`src/rtl/dacwr_pkg.sv`:
```
package dacwr_pkg;

  typedef enum logic [2:0] {
    PH_IDLE,
    PH_SETUP,
    PH_HIGH,
    PH_LOW,
    PH_HOLD,
    PH_RECOV
  } phase_e;

  // A programmed count of zero behaves as one cycle.
  function automatic int unsigned eff_len(input int unsigned n);
    return (n == 0) ? 1 : n;
  endfunction

  // Cycles spent away from idle for one transaction of nbits clock pulses.
  function automatic int unsigned busy_len(input int unsigned s, input int unsigned h,
                                           input int unsigned l, input int unsigned d,
                                           input int unsigned nbits);
    return eff_len(s) + nbits * eff_len(h) + (nbits - 1) * eff_len(l) + 2 * eff_len(d);
  endfunction

endpackage

```
`src/rtl/dacwr_phase_timer.sv`:
```
module dacwr_phase_timer
  import dacwr_pkg::*;
#(
  parameter int CNT_W = 8
) (
  input  logic             clk,
  input  logic             rst_n,
  input  logic             load_i,
  input  logic [CNT_W-1:0] len_i,
  output logic             expire_o
);

  logic [CNT_W-1:0] cnt_q;

  always_ff @(posedge clk or negedge rst_n) begin
    if (!rst_n) begin
      cnt_q <= '0;
    end else if (load_i) begin
      cnt_q <= CNT_W'(eff_len(32'(len_i)) - 1);
    end else if (cnt_q != '0) begin
      cnt_q <= cnt_q - 1'b1;
    end
  end

  assign expire_o = (cnt_q == '0);

  // a load of zero length ends in the next cycle
  p_zero_len_one_cycle_r9: assert property (@(posedge clk) disable iff (!rst_n)
    load_i && (len_i == '0) |=> expire_o);

endmodule

```
`src/rtl/dacwr_frame_shifter.sv`:
```
module dacwr_frame_shifter #(
  parameter int CODE_W     = 14,
  parameter int FRAME_BITS = 16
) (
  input  logic              clk,
  input  logic              rst_n,
  input  logic              load_i,
  input  logic [CODE_W-1:0] code_i,
  input  logic              shift_i,
  output logic              msb_o,
  output logic              last_o
);

  localparam int PAD_W = FRAME_BITS - CODE_W;
  localparam int IDX_W = $clog2(FRAME_BITS);

  logic [FRAME_BITS-1:0] frame_in;
  logic [FRAME_BITS-1:0] frame_q;
  logic [IDX_W-1:0]      rem_q;

  generate
    if (PAD_W > 0) begin : g_pad
      assign frame_in = {{PAD_W{1'b0}}, code_i};
    end else begin : g_nopad
      assign frame_in = code_i[FRAME_BITS-1:0];
    end
  endgenerate

  always_ff @(posedge clk or negedge rst_n) begin
    if (!rst_n) begin
      frame_q <= '0;
      rem_q   <= '0;
    end else if (load_i) begin
      frame_q <= frame_in;
      rem_q   <= IDX_W'(FRAME_BITS - 1);
    end else if (shift_i) begin
      frame_q <= {frame_q[FRAME_BITS-2:0], 1'b0};
      rem_q   <= rem_q - 1'b1;
    end
  end

  assign msb_o  = frame_q[FRAME_BITS-1];
  assign last_o = (rem_q == '0);

  // the frame is never shifted beyond its final bit
  p_shift_in_frame_r2: assert property (@(posedge clk) disable iff (!rst_n)
    shift_i |-> !last_o);

endmodule

```
`src/rtl/dacwr_sequencer.sv`:
```
module dacwr_sequencer
  import dacwr_pkg::*;
#(
  parameter int CNT_W      = 8,
  parameter int FRAME_BITS = 16
) (
  input  logic             clk,
  input  logic             rst_n,
  input  logic             valid_i,
  input  logic [CNT_W-1:0] high_cyc_i,
  input  logic [CNT_W-1:0] low_cyc_i,
  input  logic [CNT_W-1:0] setup_cyc_i,
  input  logic [CNT_W-1:0] hold_cyc_i,
  input  logic             expire_i,
  input  logic             last_i,
  output logic             accept_o,
  output logic             load_o,
  output logic [CNT_W-1:0] len_o,
  output logic             shift_o,
  output phase_e           phase_o,
  output logic             done_o
);

  typedef struct packed {
    logic [CNT_W-1:0] high;
    logic [CNT_W-1:0] low;
    logic [CNT_W-1:0] setup;
    logic [CNT_W-1:0] hold;
  } cfg_t;

  phase_e phase_q, phase_d;
  cfg_t   cfg_q;
  logic   done_q;
  logic   finish;

  assign accept_o = (phase_q == PH_IDLE) && valid_i;

  always_comb begin
    phase_d = phase_q;
    load_o  = 1'b0;
    len_o   = '0;
    shift_o = 1'b0;
    finish  = 1'b0;
    unique case (phase_q)
      PH_IDLE: begin
        if (valid_i) begin
          phase_d = PH_SETUP;
          load_o  = 1'b1;
          len_o   = setup_cyc_i;
        end
      end
      PH_SETUP: begin
        if (expire_i) begin
          phase_d = PH_HIGH;
          load_o  = 1'b1;
          len_o   = cfg_q.high;
        end
      end
      PH_HIGH: begin
        if (expire_i) begin
          load_o = 1'b1;
          if (last_i) begin
            phase_d = PH_HOLD;
            len_o   = cfg_q.hold;
          end else begin
            phase_d = PH_LOW;
            len_o   = cfg_q.low;
            shift_o = 1'b1;
          end
        end
      end
      PH_LOW: begin
        if (expire_i) begin
          phase_d = PH_HIGH;
          load_o  = 1'b1;
          len_o   = cfg_q.high;
        end
      end
      PH_HOLD: begin
        if (expire_i) begin
          phase_d = PH_RECOV;
          load_o  = 1'b1;
          len_o   = cfg_q.hold;
        end
      end
      PH_RECOV: begin
        if (expire_i) begin
          phase_d = PH_IDLE;
          finish  = 1'b1;
        end
      end
      default: phase_d = PH_IDLE;
    endcase
  end

  always_ff @(posedge clk or negedge rst_n) begin
    if (!rst_n) begin
      phase_q <= PH_IDLE;
      cfg_q   <= '0;
      done_q  <= 1'b0;
    end else begin
      phase_q <= phase_d;
      done_q  <= finish;
      if (accept_o) begin
        cfg_q <= '{high: high_cyc_i, low: low_cyc_i, setup: setup_cyc_i, hold: hold_cyc_i};
      end
    end
  end

  assign phase_o = phase_q;
  assign done_o  = done_q;

  // Checker state: cycles spent away from idle in the current transaction.
  logic [31:0] busy_cnt;
  always_ff @(posedge clk or negedge rst_n) begin
    if (!rst_n)                busy_cnt <= '0;
    else if (phase_q == PH_IDLE) busy_cnt <= '0;
    else                       busy_cnt <= busy_cnt + 1'b1;
  end

  // the busy span matches the arithmetic from the captured counts
  p_busy_length_r7: assert property (@(posedge clk) disable iff (!rst_n)
    done_o |-> busy_cnt == busy_len(32'(cfg_q.setup), 32'(cfg_q.high),
                                    32'(cfg_q.low), 32'(cfg_q.hold), FRAME_BITS));

  // completion is a single-cycle pulse
  p_done_single_r7: assert property (@(posedge clk) disable iff (!rst_n)
    done_o |=> !done_o);

endmodule

```
`src/rtl/dacwr_master.sv`:
```
module dacwr_master
  import dacwr_pkg::*;
#(
  parameter int CODE_W     = 14,
  parameter int FRAME_BITS = 16,
  parameter int CNT_W      = 8
) (
  input  logic              clk,
  input  logic              rst_n,
  input  logic              code_valid_i,
  output logic              code_ready_o,
  input  logic [CODE_W-1:0] code_i,
  input  logic [CNT_W-1:0]  high_cyc_i,
  input  logic [CNT_W-1:0]  low_cyc_i,
  input  logic [CNT_W-1:0]  setup_cyc_i,
  input  logic [CNT_W-1:0]  hold_cyc_i,
  output logic              sel_n_o,
  output logic              sclk_o,
  output logic              sdo_o,
  output logic              done_o
);

  localparam int RISE_W = $clog2(FRAME_BITS + 1);

  // Internal events, named for the assertions.
  logic             accept_w;
  logic             load_w;
  logic [CNT_W-1:0] len_w;
  logic             expire_w;
  logic             shift_w;
  logic             last_w;
  logic             msb_w;
  phase_e           phase_w;
  logic             selected_w;

  dacwr_sequencer #(
    .CNT_W      (CNT_W),
    .FRAME_BITS (FRAME_BITS)
  ) u_seq (
    .clk         (clk),
    .rst_n       (rst_n),
    .valid_i     (code_valid_i),
    .high_cyc_i  (high_cyc_i),
    .low_cyc_i   (low_cyc_i),
    .setup_cyc_i (setup_cyc_i),
    .hold_cyc_i  (hold_cyc_i),
    .expire_i    (expire_w),
    .last_i      (last_w),
    .accept_o    (accept_w),
    .load_o      (load_w),
    .len_o       (len_w),
    .shift_o     (shift_w),
    .phase_o     (phase_w),
    .done_o      (done_o)
  );

  dacwr_phase_timer #(
    .CNT_W (CNT_W)
  ) u_timer (
    .clk      (clk),
    .rst_n    (rst_n),
    .load_i   (load_w),
    .len_i    (len_w),
    .expire_o (expire_w)
  );

  dacwr_frame_shifter #(
    .CODE_W     (CODE_W),
    .FRAME_BITS (FRAME_BITS)
  ) u_shift (
    .clk     (clk),
    .rst_n   (rst_n),
    .load_i  (accept_w),
    .code_i  (code_i),
    .shift_i (shift_w),
    .msb_o   (msb_w),
    .last_o  (last_w)
  );

  assign selected_w   = (phase_w == PH_SETUP) || (phase_w == PH_HIGH) ||
                        (phase_w == PH_LOW)   || (phase_w == PH_HOLD);
  assign sel_n_o      = !selected_w;
  assign sclk_o       = (phase_w == PH_HIGH);
  assign sdo_o        = selected_w && msb_w;
  assign code_ready_o = (phase_w == PH_IDLE);

  // Checker state: rising clock edges seen within one select window.
  logic              sclk_prev;
  logic [RISE_W-1:0] rise_cnt;
  always_ff @(posedge clk or negedge rst_n) begin
    if (!rst_n) begin
      sclk_prev <= 1'b0;
      rise_cnt  <= '0;
    end else begin
      sclk_prev <= sclk_o;
      if (sel_n_o)                  rise_cnt <= '0;
      else if (sclk_o && !sclk_prev) rise_cnt <= rise_cnt + 1'b1;
    end
  end

  // a full frame of rising edges precedes every select release
  p_frame_edges_r2: assert property (@(posedge clk) disable iff (!rst_n)
    $rose(sel_n_o) |-> rise_cnt == RISE_W'(FRAME_BITS));

  // clock is low before and while select rises
  p_clk_idle_at_release_r6: assert property (@(posedge clk) disable iff (!rst_n)
    $rose(sel_n_o) |-> !sclk_o && !$past(sclk_o));

  // data steady across a high phase
  p_data_steady_high_r3: assert property (@(posedge clk) disable iff (!rst_n)
    sclk_o && $past(sclk_o) |-> $stable(sdo_o));

  // no clock and no data while deselected
  p_quiet_deselected_r3: assert property (@(posedge clk) disable iff (!rst_n)
    sel_n_o |-> !sclk_o && !sdo_o);

  // no acceptance while the converter is selected
  p_busy_when_selected_r7: assert property (@(posedge clk) disable iff (!rst_n)
    !sel_n_o |-> !code_ready_o);

endmodule

```
`config.mk`:
```
export PLATFORM = sky130hd
export DESIGN_NAME = dacwr_master
export DESIGN_NICKNAME = d
export VERILOG_FILES = /design/src/rtl/dacwr_pkg.sv /design/src/rtl/dacwr_phase_timer.sv /design/src/rtl/dacwr_frame_shifter.sv /design/src/rtl/dacwr_sequencer.sv /design/src/rtl/dacwr_master.sv
export SDC_FILE = /design/constraint.sdc
export NUM_CORES = 1
export LEC_CHECK = 0
export BUFFER_PORTS_ARGS = -buffer_cell sky130_fd_sc_hd__buf_2
export CAP_MARGIN = 25
export CORE_MARGIN = 1.5
export CORE_UTILIZATION = 55
export CTS_CLUSTER_DIAMETER = 60
export DETAILED_ROUTE_END_ITERATION = 16
export PLACE_DENSITY = 0.77
export SLEW_MARGIN = 20
export SYNTH_ARGS = -nofsm -noshare
export SYNTH_HDL_FRONTEND = slang
export SYNTH_SLANG_ARGS = --single-unit
```
`constraint.sdc`:
```
create_clock -name clk -period 3.2 [get_ports clk]
set_input_delay 0.8 -clock clk [delete_from_list [all_inputs] [get_ports clk]]
set_output_delay 0.8 -clock clk [all_outputs]
set_load 0.02 [all_outputs]
```
**Yosys cells after proc, flatten, opt, wreduce, memory -nomap -nowiden**

Index checks and enable logic that the tools add are counted.

- Bits in registers: 56
- Input port bits: 49
- Logic and storage cells: 64

- Add/subtract/negate cells: 3
- Eq/ne operators: 10
- Muxes and demuxes: 27
- Reductions and logical operators: 16

Operator list:

| kind | count |
|---|---|
| 8-bit 2-to-1 mux | 8 |
| 16-bit 2-to-1 mux | 2 |
| 8-bit one-hot mux with 4 select lines | 1 |
| 3-bit 2-to-1 mux | 6 |
| 8-bit zero test | 2 |
| 8-bit by 1-bit subtractor with 8-bit output, second input constant | 2 |
| 3-bit one-hot mux with 5 select lines | 1 |
| 4-bit 2-to-1 mux | 2 |
| 8-bit nonzero test | 1 |
| 3-bit by 2-bit == test with 1-bit output, second input constant | 2 |
| 3-bit == test, second input constant | 2 |
| 1-bit 2-to-1 mux | 6 |
| 2-bit != test, second input constant | 3 |
| 5-bit AND reduction | 1 |
| 4-bit zero test | 1 |
| 2-bit by 1-bit != test with 1-bit output, second input constant | 2 |
| 2-bit nonzero test | 2 |
| 4-bit OR reduction | 1 |
| 4-bit by 1-bit subtractor with 4-bit output, second input constant | 1 |
| 3-bit by 1-bit == test with 1-bit output, second input constant | 1 |
| 3-bit zero test | 1 |
| 1-bit logical OR | 3 |
| 1-bit logical AND | 2 |
| 1-bit one-hot mux with 2 select lines | 1 |
| other kinds (2) | 2 |

**Logic depth before layout (Yosys ltp)**

Gate-level depths: netlist (run 1).

- Depth after elaboration: 8
- Mapped depth: 14
- Mapped depth without buffers: 13

**Modules after synthesis**

From an unflattened synthesis (run 1), not the netlist that was laid out.

- Cell total of the unflattened synthesis: 274
- Area, all modules: 3015.4 µm²

Modules (own cells, without submodules):

| module | instances | cells an instance | area each (µm²) |
|---|---|---|---|
| dacwr_sequencer | 1 | 115 | 1436.4 |
| dacwr_frame_shifter | 1 | 88 | 943.4 |
| dacwr_phase_timer | 1 | 66 | 598.1 |
| dacwr_master | 1 | 5 | 37.5 |

**Worst setup path after synthesis (run 1)**

No wires, ideal clock.

- Path kind: input to register
- Start: in code_valid_i
- End: reg u_timer.cnt_q[4]
- Data arrival time: 2810 ps
- Setup slack: 312 ps
- Stages on the path: 11
- Path buffers: 0
- Path through: nor4b_1 nor2_1 a21oi_1 nand3_1 a2bb2oi_1 o21a_1 ha_1 inv_1 nor2_1 a21o_1 a21oi_1

- Cells in the longest elaborated chain, start to end: 6
- Elaborated cells on any way between the ends: 9
- Those cells by class: 1 x add/sub; 6 x mux; 2 x reduce/logical

Ends and longest elaborated chain:

| item | RTL line | RTL |
|---|---|---|
| from (decl) | dacwr_master.sv:10 | `input logic code_valid_i,` |
| 8-bit 2-to-1 mux | dacwr_sequencer.sv:46 | `if (valid_i) begin` |
| 8-bit one-hot mux with 4 select lines | dacwr_sequencer.sv:44 | `unique case (phase_q)` |
| 8-bit zero test | dacwr_pkg.sv:14 | `return (n == 0) ? 1 : n;` |
| 8-bit 2-to-1 mux | dacwr_pkg.sv:14 |  |
| 8-bit by 1-bit subtractor with 8-bit output | dacwr_phase_timer.sv:19 | `cnt_q <= CNT_W'(eff_len(32'(len_i)) - 1);` |
| 8-bit 2-to-1 mux | dacwr_phase_timer.sv:18 | `end else if (load_i) begin` |
| to (signal assigned) | dacwr_phase_timer.sv:19 |  |
| to (signal assigned) | dacwr_phase_timer.sv:21 | `cnt_q <= cnt_q - 1'b1;` |
| to (decl) | dacwr_phase_timer.sv:13 | `logic [CNT_W-1:0] cnt_q;` |

Parallel ways exist; a longest one is shown, timed or not.
A chain may end at the register's enable or synchronous reset.

**Worst setup path after layout (run 1)**

- Start: reg u_shift.rem_q[0]
- End: reg u_timer.cnt_q[4]

- Cells in the longest elaborated chain, start to end: 8

Ends and longest elaborated chain:

| item | RTL line | RTL |
|---|---|---|
| from (decl) | dacwr_frame_shifter.sv:19 | `logic [IDX_W-1:0] rem_q;` |
| from (signal assigned) | dacwr_frame_shifter.sv:35 | `rem_q <= IDX_W'(FRAME_BITS - 1);` |
| from (signal assigned) | dacwr_frame_shifter.sv:38 | `rem_q <= rem_q - 1'b1;` |
| 4-bit zero test * | dacwr_frame_shifter.sv:43 | `assign last_o = (rem_q == '0);` |
| 8-bit 2-to-1 mux * | dacwr_sequencer.sv:62 | `if (last_i) begin` |
| 8-bit 2-to-1 mux * | dacwr_sequencer.sv:60 | `if (expire_i) begin` |
| 8-bit one-hot mux with 4 select lines * | dacwr_sequencer.sv:44 |  |
| 8-bit zero test | dacwr_pkg.sv:14 |  |
| 8-bit 2-to-1 mux * | dacwr_pkg.sv:14 |  |
| 8-bit by 1-bit subtractor with 8-bit output * | dacwr_phase_timer.sv:19 |  |
| 8-bit 2-to-1 mux * | dacwr_phase_timer.sv:18 |  |

Mark *: on every way between the ends. The rest lies on a longest branch, timed or not.

==> results of run 1 <==
-- Yosys cell counts (2+ instances only) --
master | n | area share
nor2b_1 | 4 | 0.0085
a22oi_1 | 2 | 0.0051
nor3_1 | 5 | 0.0085
nor4bb_1 | 3 | 0.010
a222oi_1 | 3 | 0.010
o211ai_1 | 2 | 0.0051
xnor2_1 | 3 | 0.0089
nor3b_1 | 3 | 0.0076
a21oi_1 | 10 | 0.017
a21o_1 | 2 | 0.0051
dfrtp_1 | 56 | 0.48
or3_1 | 2 | 0.0042
nor2_1 | 30 | 0.038
nand2_1 | 116 | 0.15
nand4_1 | 2 | 0.0042
mux2i_1 | 5 | 0.017
buf_2 | 2 | 0.0034
inv_1 | 7 | 0.0089
and3_1 | 3 | 0.0064
o31ai_1 | 2 | 0.0051
nand3_1 | 5 | 0.0085
nor4_1 | 5 | 0.011
a31oi_1 | 14 | 0.030
and2_1 | 2 | 0.0042
o21a_1 | 2 | 0.0051
ha_1 | 2 | 0.0085
clkbuf_1 | 14 | 0.018
o211ai_2 | 2 | 0.0085
o21ai_0 | 10 | 0.017
o22ai_1 | 3 | 0.0064
o221ai_1 | 2 | 0.0059
nand4b_1 | 2 | 0.0059
-- stage by stage --
step	cells	total power, W	instance area, sq um	utilization	hold WS (ns)
floorplan	349	0.0008653	2947	-	0.4374
global route	478	0.001420	3448	0.6709	0.5047
global placement	469	0.0009379	3341	0.6500	0.4545
CTS	477	0.001360	3441	0.6694	0.4857
detailed placement	469	0.0009446	3341	0.6500	0.4594
finish	478	0.001356	3448	0.6709	0.4794
-- critical path: cells and delay by family (launching register included) --
| family | cells | cell delay, ns |
|---|---|---|
| DFF | 1 | 0.42 |
| AOI/OAI and AO/OA | 4 | 0.67 |
| buffers and inverters | 2 | 0.15 |
| adders and majority gates | 2 | 0.39 |
| and+or+nand+nor | 5 | 1.29 |
-- metal layers --
layer	vias to the layer above	share of wire
li1	1319	-
met1	1306	0.46
met2	98	0.49
met3	9	0.050
met4	0	0.0081
met5	-	0
-- sequential cells by signal, indices dropped and copies added, names as in the netlist --
signal and flops:
u_shift.rem_q 4, u_timer.cnt_q 8, u_seq.phase_o 3, u_seq.cfg_q 24, u_seq.done_o 1, u_shift.frame_q 16
-- power groups by stage --
stage	Combinational [W]	Clock, W	Sequential [W]
6_report	0.000156	0.000423	0.000777
5_1_grt	0.000176	0.000461	0.000783
4_1_cts	0.000155	0.000427	0.000777
3_5_place_dp	0.000153	0	0.000791
3_3_place_gp	0.000148	0	0.000790
2_1_floorplan	0.0000842	0	0.000781
-- area by class of cell --
type | count | area share
Sequential cell | 56 | 0.4064
Clock buffer | 6 | 0.02395
Clock inverter | 2 | 0.005080
Multi-Input combinational cell | 267 | 0.4176
Timing Repair Buffer | 70 | 0.1139
Inverter | 7 | 0.007620
Tap cell | 70 | 0.02540
-- cell families after synthesis --
family	after synthesis	synth area share
adder cells (fa/ha/maj)	2	0.008491
XOR/XNOR	4	0.01189
AO/OA/AOI/OAI	62	0.1448
AND/OR/NAND/NOR	194	0.3045
flip-flops	56	0.4756
buffers and inverters	26	0.03779
multiplexers	5	0.01699
-- placed cells by master, fill, tap and decap left out, types with 6 or more instances in the layout --
cell type  instances
buf_4             17
dfrtp_1           56
a31oi_1           14
o21ai_0           10
buf_2             53
nor2_1            30
a21oi_1           10
nand2_1          116
inv_1              7
clkbuf_8           6
-- worst paths after layout --
kind / startpoint / to / slack (ns)
min reg2reg: u_seq.cfg_q[26]$_DFFE_PN0P_ / u_seq.cfg_q[26]$_DFFE_PN0P_ / 0.48
max in group asynchronous: rst_n / u_seq.cfg_q[17]$_DFFE_PN0P_ / 2.14
min: u_seq.cfg_q[26]$_DFFE_PN0P_ / u_seq.cfg_q[26]$_DFFE_PN0P_ / 0.48
max: u_shift.rem_q[0]$_DFFE_PN0P_ / u_timer.cnt_q[4]$_DFFE_PN0P_ / 0.21
max reg2reg: u_shift.rem_q[0]$_DFFE_PN0P_ / u_timer.cnt_q[4]$_DFFE_PN0P_ / 0.21
min in group asynchronous: rst_n / u_shift.frame_q[13]$_DFFE_PN0P_ / 0.62
==> run summary, run 1 <==
worst-skew pair later-pin latency = 0.31 ns
antenna violations before repair = 0
Port Buffer Count = 53
Starting Density = 0.5733
Clock Skews = 0.006559 ns
Slew @ Worst Pin = 0.6947 ns
Net Sw Frac = 0.2605
critical path data required time = 3.44 ns
Worst R2R Path Depth = 13
post-route ant nets = 0
I/O pins = 54
area of the mapped netlist = 2947 sq um
PD cells = 393.2 nW/um^2
via count = 2732
drt initial violations = 270
postcts setup bufs = 0
status = finished clean
final setup violation count = 0
Layout Nets = 458
layout cells sized above 1 = 0.2132
RSZ-0062 raised after global routing = false
Pre-antenna DRT Iters = 5
sequential share of the synthesized area = 0.4756
Pint = 0.001003 W
wire per inst = 14.97 microns
met2 Track Usage GR = 0.4216
Cells after Synth = 349
Setup TNS Final = 0 ns
maxcap violations = 0
CTS buffer count = 5
crit path launch type = flop
Max H-tree Level = 2
mean area per synthesized cell = 8.443 sq um
Detail Placement HPWL = 5067 microns
total routed wirelength = 7158 microns
DR vias/cell = 5.715
Max Slew Vio Count = 0
minimum clock period = 2.992 ns
max frequency = 334.2 MHz
final worst slack = 0.2076 ns
clock buffer depth = 2
EDFF count, synth = 0
core area = 5140 sq um
switching power = 0.0003532 W
GR Util met3 = 0.04671
CP peak stage delay = 0.51 ns
CP max stage cell = or4_1
FF+latch area = 1401 sq um
Critical Path End Type = flop
GR peak layer = met2
Syn. warnings = 0
drc violations = 0
FF+latch count, synth = 56
Ant. Diodes = 0
Crit Path Max Fanout = 8
Resized Gates After CTS = 0
pre-CTS setup slack = 0.09840 ns
multi-input logic area = 1440 sq um
global route total overflow = 0
Worst Path Arrival = 3.24 ns
post-synth cell types = 56
Clock power frac = 0.312
Layout area overhead = 17.03%
routability congestion estimate = 0.9321
Synth Net Count = 400
filler instances = 441
GRT Util Overall = 0.2646
Die Ht = 76.20 microns
worst hold path depth = 2
final worst-path cycle share = 0.9351
final hold viol count = 0
critical path type = flop to flop
CTS tree = yes
Leak = 1.693 nW
hold buffer count at CTS = 0
Clock transition at path regs = 0.10 ns
Slew HR = 0.5369
pin count of the biggest net entering global routing = 62
M1 GR Usage = 0.3788
crit path cell chain = inv_1 > ha_1 > or3b_1 > or4_1 > nand3_1 > nand4_1 > a2bb2oi_1 > o21a_1 > ha_1 > inv_1 > nor2_1 > a21o_1 > a21oi_1
most common flop cell mapped by yosys = dfrtp_1
path category of the worst min-delay check = flop to flop
die width = 76.20 microns
vias in the first global route = 2654
Async S/R FF share, synth = 1.000
row cnt = 26
Clock Sinks = 56
Seq pwr share = 0.573
Die ar. = 5806 sq um
root buf cell = clkbuf_8
Worst IR Drop VDD = 0.2130 mV
Comb power frac = 0.115
first-pass GRT wire length = 12540 microns
Power figures use the tool's default switching activity.
==> run 2: changes to the inputs <==
--- a/config.mk
+++ b/config.mk
@@ -7,11 +7,11 @@
 export LEC_CHECK = 0
 export BUFFER_PORTS_ARGS = -buffer_cell sky130_fd_sc_hd__buf_2
 export CAP_MARGIN = 25
-export CORE_MARGIN = 1.5
-export CORE_UTILIZATION = 55
+export CORE_UTILIZATION = 60
 export CTS_CLUSTER_DIAMETER = 60
 export DETAILED_ROUTE_END_ITERATION = 16
-export PLACE_DENSITY = 0.77
+export MAX_ROUTING_LAYER = met4
+export PLACE_DENSITY = 0.83
 export SLEW_MARGIN = 20
 export SYNTH_ARGS = -nofsm -noshare
 export SYNTH_HDL_FRONTEND = slang
==> constraint.sdc (replaced) <==
create_clock -name clk -period 3.5 [get_ports clk]
set_input_delay 0.875 -clock clk [delete_from_list [all_inputs] [get_ports clk]]
set_output_delay 0.875 -clock clk [all_outputs]
set_load 0.02 [all_outputs]
==> run summary, run 2 (synthesized netlist as in run 1, its figures left out) <==
Clock Sinks = 56
CTS buffer count = 5
post-route ant nets = 0
Worst Path Arrival = 3.30 ns
vias in the first global route = 2556
Critical Path End Type = flop
Max Slew Vio Count = 0
placed cells = 465
Layout area overhead = 16.18%
core area = 4723 sq um
final worst-path cycle share = 0.8758
minimum clock period = 3.065 ns
clock buffer depth = 2
Worst R2R Path Depth = 14
Comb power frac = 0.115
via count = 2720
final hold viol count = 0
hold buffer count at CTS = 0
max reg flops = 24
layout cells sized above 1 = 0.2069
drt initial violations = 242
Slew @ Worst Pin = 0.8573 ns
Die ar. = 5196 sq um
Finished Core Util = 0.7248
Die Ht = 72.08 microns
root buf cell = clkbuf_8
total routed wirelength = 6823 microns
worst hold path depth = 2
Starting Density = 0.6238
CP max stage cell = a222oi_1
GRT Util Overall = 0.2907
Layout Nets = 456
Worst R2R Start = u_shift.rem_q[0]$_DFFE_PN0P_
Crit Path Max Fanout = 7
critical path data required time = 3.74 ns
family with the most delay on the worst path = compound AO/OA/AOI/OAI gates
Leak = 1.674 nW
row cnt = 25
filler instances = 366
routability congestion estimate = 0.9305
critical path type = flop to flop
worst-skew pair later-pin latency = 0.31 ns
maxcap violations = 0
Net Sw Frac = 0.2484
CP peak stage delay = 0.52 ns
Seq pwr share = 0.587
max frequency = 326.2 MHz
status = finished clean
Hold Crit Start = u_seq.cfg_q[27]$_DFFE_PN0P_
pre-CTS setup slack = 0.2555 ns
postcts setup bufs = 0
Finished Layout Cells = 473
multi-input logic area = 1440 sq um
crit path launch type = flop
switching power = 0.0003006 W
commonest non-fill, non-tap cell in the layout = nand2_1
Pre-antenna DRT Iters = 5
global route total overflow = 0
Crit path depth = 14
final setup violation count = 0
pin count of the biggest net entering global routing = 61
Max H-tree Level = 2
RSZ-0062 raised after global routing = false
antenna violations before repair = 0
final worst slack = 0.4345 ns
DR vias/cell = 5.751
crit path cell chain = inv_1 > ha_1 > nor3b_1 > buf_4 > a21o_1 > a222oi_1 > nand3_1 > a2bb2oi_1 > o21a_1 > ha_1 > inv_1 > nor2_1 > a21o_1 > a21oi_1
FF+latch area = 1401 sq um
commonest cells after routing, fill and taps aside = nand2_1 (116), dfrtp_1 (56), buf_2 (53), nor2_1 (30), buf_4 (15)
Resized Gates After CTS = 0
Most flops, register = u_seq.cfg_q
first-pass GRT wire length = 11340 microns
wire per inst = 14.42 microns
Slew HR = 0.4285
I/O pins = 54
Port Buffer Count = 53
Ant. Diodes = 0
drc violations = 0
path category of the worst min-delay check = flop to flop
CTS tree = yes
Clock transition at path regs = 0.10 ns
PD cells = 353.5 nW/um^2
Clock power frac = 0.298
worst setup path startpoint = u_shift.rem_q[0]$_DFFE_PN0P_
Pint = 0.0009096 W
Clock Skews = 0.006585 ns
Setup TNS Final = 0 ns
worst path buffer plus inverter count = 3
Worst IR Drop VDD = 0.2498 mV
die width = 72.08 microns
Top Registers = u_seq.cfg_q: 24 flops, u_shift.frame_q: 16 flops, u_timer.cnt_q: 8 flops
Detail Placement HPWL = 5000 microns
hold slack = 0.4861 ns
[run 2: changes by cell type in the layout (fill, tap and decap cells not counted)]
cell / before / now
inv_6: 2 / 0
clkbuf_1: 0 / 1
buf_4: 17 / 15
clkinvlp_4: 0 / 1
[run 2: worst reg2reg max path: cells and delay by family, from the launching register on]
kind | cells | cell delay (ns)
adder cells (fa/ha/maj) | 2 | 0.43
AND/OR/NAND/NOR | 3 | 0.42
buffers and inverters | 3 | 0.32
AO/OA/AOI/OAI | 6 | 1.40
flip-flops | 1 | 0.42
[run 2: through the flow]
stage | power (W) | instance area (sq um)
floorplan | 0.0007911 | 2947
global placement | 0.0008560 | 3329
detailed placement | 0.0008613 | 3329
CTS | 0.001218 | 3423
global route | 0.001260 | 3423
finish | 0.001210 | 3423
[run 2: final timing paths]
check / slack (ns) / endpoint
setup / recovery: 0.43 / u_timer.cnt_q[4]$_DFFE_PN0P_
hold / removal: 0.49 / u_seq.cfg_q[27]$_DFFE_PN0P_
setup reg to reg: 0.43 / u_timer.cnt_q[4]$_DFFE_PN0P_
hold reg to reg: 0.49 / u_seq.cfg_q[27]$_DFFE_PN0P_
max in group asynchronous: 2.17 / u_seq.cfg_q[27]$_DFFE_PN0P_
min in group asynchronous: 0.67 / u_shift.frame_q[14]$_DFFE_PN0P_
[run 2: cell type report]
| class | count | share of cell area |
|---|---|---|
| well taps | 67 | 0.02449 |
| clock buffers | 7 | 0.02522 |
| flip-flops and latches | 56 | 0.4094 |
| multi-input cells | 267 | 0.4207 |
| inverters | 7 | 0.007675 |
| clock inverters | 1 | 0.002193 |
| repair buffers | 68 | 0.1104 |
[run 2: metal layers]
| layer | share of wire | global-route usage | wire (microns) | vias up |
|---|---|---|---|---|
| li1 | - | - | - | 1325 |
| met1 | 0.46 | 0.3818 | 3118 | 1274 |
| met2 | 0.47 | 0.4569 | 3182 | 109 |
| met3 | 0.055 | 0.05694 | 378 | 12 |
| met4 | 0.021 | 0.09586 | 144 | 0 |
| met5 | 0 | - | 0 | - |
[run 2: power groups by stage]
stage	clock network, W	registers, W	logic (W)
finish	0.000361	0.000710	0.000139
global route	0.000388	0.000715	0.000158
CTS	0.000369	0.000710	0.000140
detailed placement	0	0.000723	0.000139
global placement	0	0.000722	0.000134
floorplan	0	0.000714	0.0000770
